[config.mk]
export PLATFORM = sky130hd
export DESIGN_NAME = prio_nest_arb
export DESIGN_NICKNAME = d
export VERILOG_FILES = /design/src/rtl/arb_pkg.sv /design/src/rtl/arb_cfg_regs.sv /design/src/rtl/arb_select.sv /design/src/rtl/arb_stack.sv /design/src/rtl/prio_nest_arb.sv
export SDC_FILE = /design/constraint.sdc
export NUM_CORES = 1
export LEC_CHECK = 0
export BUFFER_PORTS_ARGS = -buffer_cell sky130_fd_sc_hd__buf_2
export CORE_ASPECT_RATIO = 1.75
export CORE_MARGIN = 2
export CORE_UTILIZATION = 30
export CTS_CLUSTER_SIZE = 30
export DETAILED_ROUTE_END_ITERATION = 12
export GPL_TIMING_DRIVEN = 0
export PLACE_DENSITY = 0.45
export SLEW_MARGIN = 20
export SYNTH_ARGS = -nofsm -noshare
export SYNTH_HDL_FRONTEND = slang
export SYNTH_SLANG_ARGS = --single-unit
[constraint.sdc]
create_clock -name clk -period 16.9 [get_ports clk]
set_input_delay 0.845 -clock clk [delete_from_list [all_inputs] [get_ports clk]]
set_output_delay 0.845 -clock clk [all_outputs]
set_load 0.03 [all_outputs]
[src/rtl/arb_pkg.sv]
`timescale 1ns/1ps
package arb_pkg;
    // Base address of the per-line urgency bytes
    localparam int PRIO_BASE = 64;
    localparam int WORD_BITS = 32;

    typedef enum logic [2:0] {
        ACC_NONE,
        ACC_SET,
        ACC_CLR,
        ACC_GRP,
        ACC_PRIO
    } acc_kind_e;

    // Grouping values above the urgency width behave as the full width
    function automatic int clamp_group(input int g, input int pw);
        return (g > pw) ? pw : g;
    endfunction
endpackage

[src/rtl/arb_cfg_regs.sv]
`timescale 1ns/1ps
module arb_cfg_regs
    import arb_pkg::*;
#(
    parameter int N      = 60,
    parameter int PW     = 4,
    parameter int GW     = 3,
    parameter int DW     = 32,
    parameter int ADDR_W = 7
) (
    input  logic            clk,
    input  logic            rst_n,
    input  logic            wr_en_i,
    input  logic [ADDR_W-1:0] wr_addr_i,
    input  logic [DW-1:0]   wr_data_i,
    output logic [N-1:0]    en_o,
    output logic [N*PW-1:0] prio_o,
    output logic [GW-1:0]   grp_o
);
    localparam int WORDS = (N + WORD_BITS - 1) / WORD_BITS;

    typedef struct packed {
        logic [N-1:0]    en;
        logic [N*PW-1:0] prio;
        logic [GW-1:0]   grp;
    } cfg_t;

    cfg_t      st_d, st_q;
    acc_kind_e kind;
    int        a;

    always_comb begin
        a    = int'(wr_addr_i);
        kind = ACC_NONE;
        if (wr_en_i) begin
            if (a < WORDS)                                kind = ACC_SET;
            else if (a < 2 * WORDS)                       kind = ACC_CLR;
            else if (a == 2 * WORDS)                      kind = ACC_GRP;
            else if (a >= PRIO_BASE && a < PRIO_BASE + N) kind = ACC_PRIO;
        end

        st_d = st_q;
        case (kind)
            ACC_SET: begin
                for (int i = 0; i < N; i++) begin
                    if ((i / WORD_BITS) == a && wr_data_i[i % WORD_BITS]) st_d.en[i] = 1'b1;
                end
            end
            ACC_CLR: begin
                for (int i = 0; i < N; i++) begin
                    if ((i / WORD_BITS) == a - WORDS && wr_data_i[i % WORD_BITS]) st_d.en[i] = 1'b0;
                end
            end
            ACC_GRP:  st_d.grp = wr_data_i[GW-1:0];
            ACC_PRIO: st_d.prio[(a - PRIO_BASE) * PW +: PW] = wr_data_i[7 -: PW];
            default: ;
        endcase
    end

    always_ff @(posedge clk or negedge rst_n) begin
        if (!rst_n) st_q <= '0;
        else        st_q <= st_d;
    end

    assign en_o   = st_q.en;
    assign prio_o = st_q.prio;
    assign grp_o  = st_q.grp;
endmodule

[src/rtl/arb_select.sv]
`timescale 1ns/1ps
module arb_select #(
    parameter int N   = 60,
    parameter int PW  = 4,
    parameter int IDW = $clog2(N)
) (
    input  logic [N-1:0]    cand_i,
    input  logic [N*PW-1:0] prio_i,
    output logic            win_v_o,
    output logic [IDW-1:0]  win_id_o,
    output logic [PW-1:0]   win_p_o
);
    localparam int LG     = IDW;
    localparam int LEAVES = 1 << LG;

    logic [LEAVES-1:0] v;
    logic [PW-1:0]     p  [LEAVES];
    logic [IDW-1:0]    id [LEAVES];
    logic              pick_l;

    // Balanced compare tree; the left operand always holds the lower line numbers
    always_comb begin
        pick_l = 1'b0;
        for (int i = 0; i < LEAVES; i++) begin
            v[i]  = (i < N) && cand_i[i % N];
            p[i]  = prio_i[(i % N) * PW +: PW];
            id[i] = IDW'(i);
        end
        for (int lv = LG - 1; lv >= 0; lv--) begin
            for (int n = 0; n < (1 << lv); n++) begin
                pick_l = v[2*n] && (!v[2*n+1] || p[2*n] <= p[2*n+1]);
                v[n]   = v[2*n] | v[2*n+1];
                p[n]   = pick_l ? p[2*n]  : p[2*n+1];
                id[n]  = pick_l ? id[2*n] : id[2*n+1];
            end
        end
        win_v_o  = v[0];
        win_p_o  = p[0];
        win_id_o = id[0];
    end
endmodule

[src/rtl/arb_stack.sv]
`timescale 1ns/1ps
module arb_stack #(
    parameter int PW    = 4,
    parameter int DEPTH = 1 << PW,
    parameter int CW    = $clog2(DEPTH + 1)
) (
    input  logic          clk,
    input  logic          rst_n,
    input  logic          push_i,
    input  logic [PW-1:0] push_val_i,
    input  logic          pop_i,
    output logic [CW-1:0] cnt_o,
    output logic [PW-1:0] top_o,
    output logic          empty_o
);
    typedef struct packed {
        logic [DEPTH-1:0][PW-1:0] ent;
        logic [CW-1:0]            cnt;
    } stk_t;

    stk_t st_d, st_q;

    always_comb begin
        st_d = st_q;
        if (push_i && int'(st_q.cnt) < DEPTH) begin
            for (int e = 0; e < DEPTH; e++) begin
                if (e == int'(st_q.cnt)) st_d.ent[e] = push_val_i;
            end
            st_d.cnt = st_q.cnt + CW'(1);
        end else if (pop_i && st_q.cnt != '0) begin
            st_d.cnt = st_q.cnt - CW'(1);
        end
    end

    always_comb begin
        top_o = '0;
        for (int e = 0; e < DEPTH; e++) begin
            if (e + 1 == int'(st_q.cnt)) top_o = st_q.ent[e];
        end
    end

    always_ff @(posedge clk or negedge rst_n) begin
        if (!rst_n) st_q <= '0;
        else        st_q <= st_d;
    end

    assign cnt_o   = st_q.cnt;
    assign empty_o = (st_q.cnt == '0);
endmodule

[src/rtl/prio_nest_arb.sv]
`timescale 1ns/1ps
module prio_nest_arb
    import arb_pkg::*;
#(
    parameter  int N      = 60,
    parameter  int PW     = 4,
    parameter  int GW     = 3,
    parameter  int DW     = 32,
    parameter  int ADDR_W = 7,
    localparam int IDW    = $clog2(N),
    localparam int DEPTH  = 1 << PW,
    localparam int CW     = $clog2(DEPTH + 1)
) (
    input  logic              clk,
    input  logic              rst_n,
    input  logic [N-1:0]      irq_i,
    input  logic              cfg_we_i,
    input  logic [ADDR_W-1:0] cfg_addr_i,
    input  logic [DW-1:0]     cfg_wdata_i,
    input  logic              ack_i,
    input  logic              eoh_i,
    output logic              req_valid_o,
    output logic [IDW-1:0]    req_id_o
);
    typedef struct packed {
        logic [N-1:0] irq;
        logic [N-1:0] pend;
    } line_t;

    line_t st_d, st_q;

    logic [N-1:0]    en_w;
    logic [N*PW-1:0] prio_w;
    logic [GW-1:0]   grp_w;
    logic            sel_v;
    logic [IDW-1:0]  sel_id;
    logic [PW-1:0]   sel_p;
    logic [CW-1:0]   stk_cnt;
    logic [PW-1:0]   stk_top;
    logic            stk_empty;
    logic [N-1:0]    cand;
    logic [PW-1:0]   pre_mask;
    logic [PW-1:0]   cand_pre;
    logic            take;
    logic            pop;
    logic [N-1:0]    clr;
    int              grp_c;

    arb_cfg_regs #(.N(N), .PW(PW), .GW(GW), .DW(DW), .ADDR_W(ADDR_W)) u_cfg (
        .clk       (clk),
        .rst_n     (rst_n),
        .wr_en_i   (cfg_we_i),
        .wr_addr_i (cfg_addr_i),
        .wr_data_i (cfg_wdata_i),
        .en_o      (en_w),
        .prio_o    (prio_w),
        .grp_o     (grp_w)
    );

    arb_select #(.N(N), .PW(PW), .IDW(IDW)) u_sel (
        .cand_i   (cand),
        .prio_i   (prio_w),
        .win_v_o  (sel_v),
        .win_id_o (sel_id),
        .win_p_o  (sel_p)
    );

    arb_stack #(.PW(PW), .DEPTH(DEPTH), .CW(CW)) u_stk (
        .clk        (clk),
        .rst_n      (rst_n),
        .push_i     (take),
        .push_val_i (cand_pre),
        .pop_i      (pop),
        .cnt_o      (stk_cnt),
        .top_o      (stk_top),
        .empty_o    (stk_empty)
    );

    always_comb begin
        grp_c = clamp_group(int'(grp_w), PW);
        for (int b = 0; b < PW; b++) pre_mask[PW-1-b] = (b < grp_c);

        cand        = st_q.pend & en_w;
        cand_pre    = sel_p & pre_mask;
        req_valid_o = sel_v && (stk_empty || cand_pre < stk_top);
        req_id_o    = sel_id;
        take        = ack_i && req_valid_o;
        pop         = eoh_i && !take;

        for (int i = 0; i < N; i++) clr[i] = take && (sel_id == IDW'(i));

        st_d.irq  = irq_i;
        st_d.pend = (st_q.pend & ~clr) | (irq_i & ~st_q.irq);
    end

    always_ff @(posedge clk or negedge rst_n) begin
        if (!rst_n) st_q <= '0;
        else        st_q <= st_d;
    end
endmodule

Word level (Yosys, flattened, before mapping)

Cells that the tools add are included.

Bits in registers: 492
Input bits: 104
Output and inout port bits: 7
Logic and storage cells: 1141

Add/subtract/negate cells: 5
$lt $le $gt $ge: 70
Equality and inequality tests: 202
Shifts and indexed selects: 2
Multiplexer cells: 266
Bitwise gates (word level): 66
Reductions and logical operators: 449

Operators with widths:

| operator                                               | number |
|---|---|
| 2-to-1 mux 4 bit                                       | 76 |
| logical AND 1 bit                                      | 245 |
| bitwise mux 240 bit                                    | 1 |
| != test 2 x 1 -> 1 bit, second input constant          | 120 |
| variable shift 4 x 33 -> 240 bit, first input constant | 1 |
| variable part select 4 x 33 -> 240 bit                 | 1 |
| less-or-equal comparator 4 bit                         | 59 |
| AND 60 bit                                             | 3 |
| 2-to-1 mux 6 bit                                       | 30 |
| AND reduction 3 bit                                    | 60 |
| == test 6 bit, second input constant                   | 28 |
| 2-to-1 mux 1 bit                                       | 150 |
| NOT 60 bit                                             | 2 |
| one-hot mux 60 bit (2 select lines)                    | 1 |
| == test 6 x 5 -> 1 bit, second input constant          | 16 |
| zero test 1 bit                                        | 60 |
| logical OR 1 bit                                       | 60 |
| bitwise OR 60 bit                                      | 1 |
| bitwise OR 1 bit                                       | 59 |
| == test 6 x 4 -> 1 bit, second input constant          | 8 |
| == test 5 bit, first input constant                    | 9 |
| negation 32 -> 33 bit                                  | 1 |
| == test 2 x 32 -> 1 bit, first input constant          | 1 |
| zero test 32 bit                                       | 1 |
| other kinds (33)                                       | 67 |

Depth between registers and ports, before layout

Word-level depth: 35
Mapped depth: 74

Hierarchy

From an unflattened synthesis, not the netlist that was laid out.

Cells, all modules: 3195
Area total of the unflattened synthesis: 31727.9 sq um

By module, submodules not included:

| module        | times used | cells an instance | area each (sq um) | seq. area each (sq um) |
|---|---|---|---|---|
| arb_cfg_regs  | 1          | 871               | 12220.5           | 7582.3 |
| arb_select    | 1          | 1501              | 10615.2           | 0.0 |
| prio_nest_arb | 1          | 488               | 5091.1            | 3002.9 |
| arb_stack     | 1          | 335               | 3801.1            | 1726.7 |

Worst setup path after synthesis

Ideal clock, no wire load.

Path type: register to register
Start: register u_cfg.st_q, in the netlist u_cfg.prio_o[17]
End: register u_stk.st_q, in the netlist u_stk.cnt_o[4]
Setup time: 0.087 ns
Data arrival time: 12.422 ns
Required time: 16.813 ns
Slack: 4.392 ns
Stages on the path, launching flop included: 63
Path buffers: 5
Period minus slack after synthesis: 12.508 ns
Cell sequence: dfrtp_1 -> ha_1 -> nor2b_1 -> o21a_1 -> o211a_1 -> a211oi_2 -> mux2i_1 -> inv_1 -> ha_1 -> a21o_1 -> maj3_1 -> a21oi_1 -> a2bb2oi_2 -> mux2_2 -> ha_1 -> nor2b_1 -> o21a_1 -> o21a_1 -> [27 not listed] -> clkbuf_1 -> a21oi_1 -> nor2_1 -> clkbuf_1 -> ha_1 -> o21a_1 -> o21ai_0 -> nand2_1 -> o31ai_1 -> o21bai_1 -> buf_2 -> nand2b_1 -> fa_1 -> a21o_1 -> a21oi_1 -> nor2b_1 -> nand4_1 -> o211ai_1

Cells in the longest elaborated chain, start to end: 33
Elaborated cells between the ends (all ways): 35
Classes of those cells: 7 x order compare; 7 x mux; 1 x bitwise; 20 x reduce/logical

RTL lines:

| element                             | RTL line            | text |
|---|---|---|
| start: declaration                  | arb_cfg_regs.sv:28  | `cfg_t st_d, st_q;` |
| start signal: assignment            | arb_cfg_regs.sv:62  | `else st_q <= st_d;` |
| less-or-equal comparator 4 bit      | arb_select.sv:31    | `pick_l = v[2*n] && (!v[2*n+1] \|\| p[2*n] <= p[2*n+1]);` |
| logical OR 1 bit                    | arb_select.sv:31    |  |
| logical AND 1 bit                   | arb_select.sv:31    |  |
| 2-to-1 mux 4 bit (*)                | arb_select.sv:33    | `p[n] = pick_l ? p[2*n] : p[2*n+1];` |
| less-or-equal comparator 4 bit      | arb_select.sv:31    |  |
| logical OR 1 bit                    | arb_select.sv:31    |  |
| logical AND 1 bit                   | arb_select.sv:31    |  |
| 2-to-1 mux 4 bit (*)                | arb_select.sv:33    |  |
| [17 not listed]                     | n/a                 |  |
| named net cand_pre[2]               | prio_nest_arb.sv:43 | `logic [PW-1:0] cand_pre;` |
| less-than comparator 4 bit (*)      | prio_nest_arb.sv:85 | `req_valid_o = sel_v && (stk_empty \|\| cand_pre < stk_top);` |
| logical OR 1 bit (*)                | prio_nest_arb.sv:85 |  |
| logical AND 1 bit (*)               | prio_nest_arb.sv:85 |  |
| logical AND 1 bit (*)               | prio_nest_arb.sv:87 | `take = ack_i && req_valid_o;` |
| zero test 1 bit                     | prio_nest_arb.sv:88 | `pop = eoh_i && !take;` |
| logical AND 1 bit                   | prio_nest_arb.sv:88 |  |
| logical AND 1 bit                   | arb_stack.sv:30     | `end else if (pop_i && st_q.cnt != '0) begin` |
| nonzero test 2 bit (no source line) | n/a                 |  |
| end signal: assignment              | arb_stack.sv:44     | `else st_q <= st_d;` |
| end: declaration                    | arb_stack.sv:21     | `stk_t st_d, st_q;` |

Mark *: on every way through the listed nets, which the timed path passes. The rest lies on a longest branch.
A chain may end at the register's enable or synchronous reset.

Worst setup path in the final report

Start: register u_cfg.st_q, in the netlist u_cfg.prio_o[222]
End: register u_stk.st_q, in the netlist u_stk.cnt_o[4]

The elaborated chain is that of the path after synthesis.

==> results.json <==
{
  "cts_buffers": 53,
  "portBuffers": 107,
  "finalCritPeriodShare": 0.943,
  "cp_data_arrival_time_ns": 16.47,
  "die_w_um": 247,
  "outcome": "finished, final reports clean",
  "vias": 26200,
  "wl_met2_mm": 66.0,
  "grt_pass1_vias": 27100,
  "place_hpwl_mm": 104,
  "setup_viol": 0,
  "routed.top_layer": "met5",
  "synth-edff-count": 0,
  "die_area_mm2": 0.106,
  "yosys-top-cells-area": "dfrtp_1 40%, ha_1 9.8%, mux2_2 6.9%, nand2_1 5.6%, o21ai_0 4.2%",
  "required_ns": 17.43,
  "rr_endpoint": "u_stk.cnt_o[4]$_DFFE_PN0P_",
  "path_class": "flop to flop",
  "max-cap-violations": 0,
  "drt_iter0_drc": 1571,
  "worstPathMaxFanout": 10,
  "path_clk_slew_ns": 0.07,
  "synth.distinct_cells": 99,
  "syn_to_final_growth_pct": 14.2,
  "synth_warnings": 0,
  "crit_start": "u_cfg.prio_o[222]$_DFFE_PN0P_",
  "critPathMostFrequentCell": "ha_1",
  "relSlewSlack": 0.199,
  "grt_pass1_wl_mm": 185,
  "netlist_instances": 3329,
  "r2r-start": "u_cfg.prio_o[222]$_DFFE_PN0P_",
  "ios": 111,
  "crit_family": "compound AO/OA/AOI/OAI gates",
  "overflow": 0,
  "max_freq_mhz": 62.7,
  "num-nets-final": 3851,
  "finalHoldViolCount": 0,
  "gp_congestion": 0.968,
  "cts_htree_levels": 2,
  "r2r_cells": 62,
  "wl_met3_mm": 4.44,
  "tns_ns": 0,
  "tritoncts": "yes",
  "synth.most_common_cell": "dfrtp_1",
  "worst-path-buf-inv": 11,
  "synth_area_leader_cell": "dfrtp_1",
  "r2r_slack_ns": 0.96,
  "cts_setup_buffers": 0,
  "drive_above_1_share": 0.140,
  "gr-usage-all-layers": 0.242,
  "firstDrtPassIters": 5,
  "synth_ff_type": "dfrtp_1",
  "route.detailed.drc": 0,
  "die_h_um": 429,
  "synthesis.nets": 3677,
  "synth_top_area_frac": 0.398,
  "tightest_slew_ns": 1.20,
  "hold_class": "input port to asynchronous set/reset pin",
  "cp-end-kind": "flop",
  "syn-cell-area_mm2": 0.0309,
  "startpoint_type": "flop",
  "drt_wl_total_mm": 128,
  "synthArstFlopShare": 1.00,
  "via_per_inst": 5.37,
  "finClkSkew_ns": 0.0678,
  "detail-route-antenna-nets": 0,
  "slowest_stage": "a311oi_2",
  "root_buffer": "clkbuf_16",
  "wl_per_cell_um": 26.2,
  "seq_area_frac_synth": 0.398,
  "rows": 155,
  "critPathMaxStageDelay_ns": 0.78,
  "synth-seq-cells": 492,
  "diodes": 0,
  "antenna_found_initial": 9,
  "slew_violations": 0,
  "core_area_mm2": 0.102,
  "fin_crit_ns": 15.94,
  "cts_buffer_depth": 3,
  "ys_top_cells_by_count": "492 x dfrtp_1, 463 x nand2_1, 257 x o21ai_0, 243 x ha_1, 238 x inv_1",
  "fillers": 10800,
  "clock_sinks": 492,
  "grt_max_degree": 88,
  "rsz0062_at_grt": "false",
  "wl_met1_mm": 44.4,
  "start_util": 0.303,
  "clock_latency_ns": 0.67,
  "avgSynthCellArea_um2": 9.29
}
## worst max path at each step
stage,slack (ns),to,cells after the start
2_1_floorplan,4.39,u_stk.cnt_o[4]$_DFFE_PN0P_,62
3_3_place_gp,0.79,u_stk.cnt_o[4]$_DFFE_PN0P_,64
3_5_place_dp,0.75,u_stk.cnt_o[4]$_DFFE_PN0P_,65
4_1_cts,0.66,u_stk.cnt_o[4]$_DFFE_PN0P_,65
5_1_grt,0.006,u_stk.cnt_o[4]$_DFFE_PN0P_,63
6_report,0.96,u_stk.cnt_o[4]$_DFFE_PN0P_,62
## metrics by stage
| step | instances | setup WS [ns] | instance area [um2] | hold slack, ns | utilization |
|---|---|---|---|---|---|
| after floorplan | 3329 | 4.39 | 30900 | 0.392 | - |
| after global placement | 4770 | 0.787 | 33100 | 0.396 | 0.325 |
| after detailed placement | 4781 | 0.751 | 33400 | 0.402 | 0.327 |
| after CTS | 4879 | 0.656 | 35300 | 0.0865 | 0.346 |
| after global routing | 4880 | 0.00632 | 35300 | 0.132 | 0.346 |
| final | 4880 | 0.959 | 35300 | 0.104 | 0.346 |
## flip-flops by register name, summed over array words and instances, names as in the netlist
name	count
u_cfg.prio_o	240
st_q	120
u_stk.st_q	64
u_cfg.en_o	60
u_stk.cnt_o	5
u_cfg.grp_o	3
## layout make-up
type	count	area (um2)	area share
clock inverter	30	422	0.0119
sequential	492	12300	0.349
inverter	242	911	0.0258
tap	1334	1670	0.0473
buffer	90	370	0.0105
multi-input combinational	2505	17400	0.493
clock buffer	68	1470	0.0417
timing repair buffer	119	759	0.0215
## kinds of logic (layout without fill, tap and decap cells)
logic type	after synthesis	in the layout	synth area share
buffers and inverters	332	549	0.0413
AOI/OAI and AO/OA	814	814	0.177
and+or+nand+nor	1114	1114	0.169
muxes	315	315	0.110
DFF	492	492	0.398
xor gates and xnor gates	14	14	0.00397
adders and majority gates	248	248	0.100
## per-layer routing
| layer | global-route usage | vias to the layer above |
|---|---|---|
| li1 | - | 12300 |
| met5 | 0 | - |
| met2 | 0.440 | 695 |
| met4 | 0.200 | 4 |
| met3 | 0.0280 | 335 |
| met1 | 0.244 | 12900 |
## timing repair
item / in CTS / in global routing
setup endpoints to repair: 0 / 3
hold buffers: 0 / 0
resized for setup: 0 / 5
## layout by cell type (no fill, tap or decap), types with 18 or more instances in the layout
cell type,instances
nand2b_1,82
nor2_1,209
nor2b_1,102
and2_1,20
o31ai_1,29
nand4_1,44
ha_1,243
mux2i_1,113
nand2_1,463
a22oi_1,23
o21a_1,55
a21oi_1,157
inv_1,238
dfrtp_1,492
a41oi_1,48
mux2_2,189
a21o_1,18
clkbuf_16,53
nor3_1,39
buf_2,114
nand3_1,73
o21ai_0,255
clkbuf_1,78
o41ai_1,32
Power is not shown: default switching activity piles up to over one toggle a cycle in this logic, so the estimate is an artifact.
